### config.mk
export PLATFORM = sky130hd
export DESIGN_NAME = apx_split_adder
export DESIGN_NICKNAME = d
export VERILOG_FILES = /design/src/rtl/apx_split_adder.sv
export SDC_FILE = /design/constraint.sdc
export NUM_CORES = 1
export LEC_CHECK = 0
export ABC_AREA = 0
export ABC_CLOCK_PERIOD_IN_PS = 2940
export CAP_MARGIN = 10
export CORE_UTILIZATION = 65
export CTS_BUF_LIST = sky130_fd_sc_hd__clkbuf_8
export DETAILED_ROUTE_END_ITERATION = 8
export DONT_BUFFER_PORTS = 1
export PLACE_DENSITY = 0.83
export SETUP_SLACK_MARGIN = 0.1
export SLEW_MARGIN = 20
export SYNTH_ARGS = -nofsm -noshare
export SYNTH_HDL_FRONTEND = slang
export SYNTH_SLANG_ARGS = --single-unit
### constraint.sdc
create_clock -name clk -period 2.94 [get_ports clk]
set_clock_uncertainty 0.2 [all_clocks]
set_input_delay 0.588 -clock clk [delete_from_list [all_inputs] [get_ports clk]]
set_output_delay 0.588 -clock clk [all_outputs]
set_load 0.005 [all_outputs]
### src/rtl/apx_split_adder.sv
module apx_split_adder #(
  parameter int W   = 16,
  parameter int LOW = 8
) (
  input  logic         clk,
  input  logic         rst,
  input  logic         in_valid,
  input  logic [W-1:0] a,
  input  logic [W-1:0] b,
  output logic [W:0]   sum_q,
  output logic         valid_q,
  output logic [W:0]   exact_q
);
  localparam int HI = W - LOW;

  logic [LOW-1:0] both1, diff, force1, lo_sum;
  logic [HI:0]    hi_sum;

  assign both1 = a[LOW-1:0] & b[LOW-1:0];
  assign diff  = a[LOW-1:0] ^ b[LOW-1:0];

  // control signals: high from the topmost double-1 pair downward
  assign force1[LOW-1] = both1[LOW-1];
  for (genvar i = 0; i < LOW - 1; i++) begin : g_ctl
    assign force1[i] = force1[i+1] | both1[i];
  end

  assign lo_sum = diff | force1;
  assign hi_sum = {1'b0, a[W-1:LOW]} + {1'b0, b[W-1:LOW]};

  always_ff @(posedge clk) begin
    if (rst) begin
      valid_q <= 1'b0;
      sum_q   <= '0;
      exact_q <= '0;
    end else begin
      valid_q <= in_valid;
      if (in_valid) begin
        sum_q   <= {hi_sum, lo_sum};
        exact_q <= {1'b0, a} + {1'b0, b};
      end
    end
  end
endmodule

* Word level (Yosys, flattened, before mapping)
Index checks and enable logic that the tools add are counted.
Operators by class: add/subtract/negate cells 2, reduce and logical (&&, ||, !) cells 0, $lt $le $gt $ge 0, $mul 0, bitwise gates (word level) 10, muxes and demuxes 0, shift operators 0, equality and inequality tests 0, divide/modulo/power cells 0
Operators with widths (number):
- 16-bit by 16-bit adder with 17-bit output | 1
- 8-bit by 8-bit adder with 9-bit output | 1
- 8-bit AND | 1
- 8-bit OR | 1
- 8-bit bitwise XOR | 1
- 1-bit OR | 7
Storage, ports and cells: memory bits (writable) 0, bits in read-only memories 0, bits in latches 0, output and inout port bits 35, flip-flop bits (word level) 35, bits of input ports 35, memories 0, word-level logic and storage cells 15

* Logic depth before layout (Yosys ltp)
depth in word-level cells 9, depth in mapped cells 8, gate-level depth less buffers 8

* Worst setup path after synthesis
No wires, ideal clock.
path kind in2reg, start point in a[0], end point reg exact_q[16], path buffers 0, setup slack 382 ps, cell stages on the path 8, setup time 131 ps, data arrival time 2227 ps, data required time 2609 ps, cell sequence ha_1 fa_1 a21o_1 a21oi_1 o211ai_1 a31oi_1 o21ai_0 nor3b_1
On the way: word-level cells in the longest chain between the ends 1
RTL lines:
- start, declared | line 8 | input logic [W-1:0] a,
- 16-bit by 16-bit adder with 17-bit output | line 40 | exact_q <= {1'b0, a} + {1'b0, b};
- end signal, assigned | line 40
- end, declared | line 12 | output logic [W:0] exact_q
Every way passes these cells. A chain may end at the register's enable or synchronous reset.

* Worst setup path after layout
Same ends and word-level chain as after synthesis.

==> metrics.cfg <==
[die]
die_h_um=59.3
rows=20
core_area_um2=3080
start_util_pct=69.3
die-area_um2=3510
die_x_um=59.3
ios=70

[clock_tree]
post_cts.repair.setup_buffers=0
clock_latency_ns=0.28
ctsHoldBuffers=0
cts_tree=built
path_clk_slew_ns=0.07
cts_root_buf=clkbuf_8
clock_sinks=35
clockBufferDepth=2
cts_resized=0
cts_max_level=2
cts_made_buffers=5

[worst_hold_path]
whs_endpoint=exact_q[1]$_SDFFE_PP0P_
holdPathStages=1
hp-class=in -> reg
worstHoldStart=rst

[timing]
rsz0062_at_grt=false
drv_slew=0
finalCritPeriodShare_pct=84.8
tightestPinTransition_ns=0.458
setup_violations=0
final.setup.tns_ns=0
hold_violations=0
fmax_mhz=401
slew_headroom_pct=69.3
period_needed_ns=2.49

[setup_path]
max_stage_delay_ns=0.41
required_ns=2.92
r2r_slack_ns=1.78
crit_slowest_cell=fa_1
r2r-start=exact_q[10]$_SDFFE_PP0P_
reg2reg_depth=3
worst-setup-path-type=in -> reg
crit_chain=ha_1 -> fa_1 -> a21o_1 -> a21oi_1 -> o211ai_1 -> a31oi_1 -> o21ai_0 -> nor3b_1
cp_max_fo=4
startpoint_type=primary input
reg2reg_to=exact_q[10]$_SDFFE_PP0P_
arrival_ns=2.47
end_kind=register

[logic_synthesis]
synthDistinctLibCells=48
synth_compound_area_share_pct=19.0
yosysWarnings=0
synthAdderAreaFrac_pct=11.9
yosysSeqAreaShare_pct=32.9
syn_area_um2=2130
synth_edf_count=0
synth_mux_area_share_pct=5.63
synth_top_family_by_area=simple AND/OR/NAND/NOR gates
ys_async_sr_fraction_pct=0
synth_xor_area_share_pct=4.93
syn_nets=305
synth.avg_cell_area_um2=8.49
yosys.area_share.simple_pct=21.8
synthFlopType=dfxtp_1
ys_seq_elements=35
postSynthCellCount=251

[finish]
final_util_pct=72.7
instances_no_fill=290
drive_above_1_share_pct=5.28
fin_nets=299
area.sequential_um2=701
fillers=253
syn2layout_area_growth_pct=4.99
antenna_cells=0
design_area_um2=2240
multi_input_area_um2=1350

[power_and_ir_drop]
powerDensity_nw_per_um2=539
ir_drop_mv=0.383
p_leak_nw=0.974

[global_routing]
gr-usage-all-layers_pct=27.4
top_usage_layer=met2
overflow=0
grt_max_degree=45
grtUsageMet3_pct=9.83
grtUsageMet2_pct=42.2
antenna_found_initial=0
use_met1_pct=35.4
grt_first_pass_wirelength_mm=7.18
grt_pass1_vias=1568

[placement]
place.gp.congestion=0.872
placed_area_um2=2140
placedCellCount=282
numPortBuffers=0
dp_hpwl_mm=3.27

[status]
outcome=completed

[drt]
drc=0
num_vias=1806
postRouteAntennaNets=0
initialDrtViolationCount=91
wire_per_inst_um=15.7
first_pass_iters=4
via_per_inst=6.23
wl_mm=4.56

[flow_run]
cap_violations=0

==> worst max-delay path: cells and delay by family <==
kind	cells	cell delay [ns]
AOI/OAI and AO/OA	5	1.08
adders and majority gates	2	0.63
and+or+nand+nor	1	0.16
==> registers in the layout, summed over array words and instances (netlist names) <==
signal   cells
exact_q     17
sum_q       17
valid_q      1
==> where the power goes <==
part	switching, mW	internal (mW)	leakage, nW
logic	0.146	0.125	0.627
registers	0.0362	0.523	0.290
clock network	0.165	0.210	0.0557
total	0.347	0.858	0.974
==> cells in the final DEF (no fill, tap or decap), types with 6 or more instances in the layout <==
cell      netlist  routed
dfxtp_1        35      35
nor2_1         33      33
a21oi_1        19      19
ha_1           17      17
nor3_1         14      14
mux2i_1        12      12
nand2_1        11      11
xnor2_1         9       9
inv_1           7       8
a21o_1          8       8
o21ai_0         8       8
clkbuf_8        0       7
nand2b_1        6       6
==> worst max path at each step <==
| stage | startpoint | cells past startpoint | endpoint | slack (ns) |
|---|---|---|---|---|
| detailed placement | a[0] | 8 | exact_q[16]$_SDFFE_PP0P_ | 0.24 |
| floorplan | a[0] | 8 | exact_q[16]$_SDFFE_PP0P_ | 0.38 |
| finish | a[0] | 8 | exact_q[16]$_SDFFE_PP0P_ | 0.45 |
| global route | a[0] | 8 | exact_q[16]$_SDFFE_PP0P_ | 0.32 |
| global placement | a[3] | 7 | exact_q[9]$_SDFFE_PP0P_ | 0.27 |
| CTS | a[0] | 8 | exact_q[16]$_SDFFE_PP0P_ | 0.46 |
==> through the flow <==
step                hold slack (ns)  setup slack [ns]  power, mW
finish                        0.166             0.448       1.21
global route                  0.155             0.318       1.27
global placement              0.275             0.269      0.828
detailed placement            0.279             0.236      0.834
floorplan                     0.249             0.382      0.793
CTS                           0.164             0.461       1.20
==> area by class of cell <==
class | instances | share of cell area (%)
multi-input cells | 195 | 60.3
flip-flops and latches | 35 | 31.3
clock buffers | 7 | 4.30
well taps | 44 | 2.46
inverters | 7 | 1.17
repair buffers | 1 | 0.335
clock inverters | 1 | 0.168
==> routing by layer <==
layer | wire, µm | vias to the layer above
li1 | - | 897
met4 | 67 | 0
met1 | 2020 | 817
met3 | 465 | 10
met5 | 0 | -
met2 | 2000 | 82
==> Yosys cell counts (2+ instances only) <==
| cell | n | area [µm²] |
|---|---|---|
| or3_1 | 3 | 18.8 |
| nor3_1 | 14 | 70.1 |
| nand2b_1 | 6 | 37.5 |
| o311ai_0 | 2 | 17.5 |
| clkbuf_1 | 11 | 41.3 |
| a32o_1 | 2 | 20.0 |
| o21a_1 | 2 | 15.0 |
| nor2_1 | 33 | 124 |
| and3_1 | 4 | 25.0 |
| nand4_1 | 4 | 25.0 |
| a21oi_1 | 19 | 95.1 |
| mux2i_1 | 12 | 120 |
| buf_1 | 2 | 7.51 |
| a21o_1 | 8 | 60.1 |
| a211oi_1 | 5 | 37.5 |
| dfxtp_1 | 35 | 701 |
| ha_1 | 17 | 213 |
| xor2_1 | 3 | 26.3 |
| nand2_1 | 11 | 41.3 |
| inv_1 | 7 | 26.3 |
| xnor2_1 | 9 | 78.8 |
| o21ai_0 | 8 | 40.0 |
| nor3b_1 | 3 | 22.5 |
| o211ai_1 | 2 | 15.0 |
| fa_1 | 2 | 40.0 |
| o21bai_1 | 3 | 22.5 |
| nand3_1 | 3 | 15.0 |
==> logic make-up after synthesis <==
logic type	Yosys count
muxes	12
buffers and inverters	21
adders and majority gates	19
and+or+nand+nor	91
xor gates and xnor gates	12
DFF	35
AOI/OAI and AO/OA	61
No activity file was read; power rests on OpenSTA's default activity.
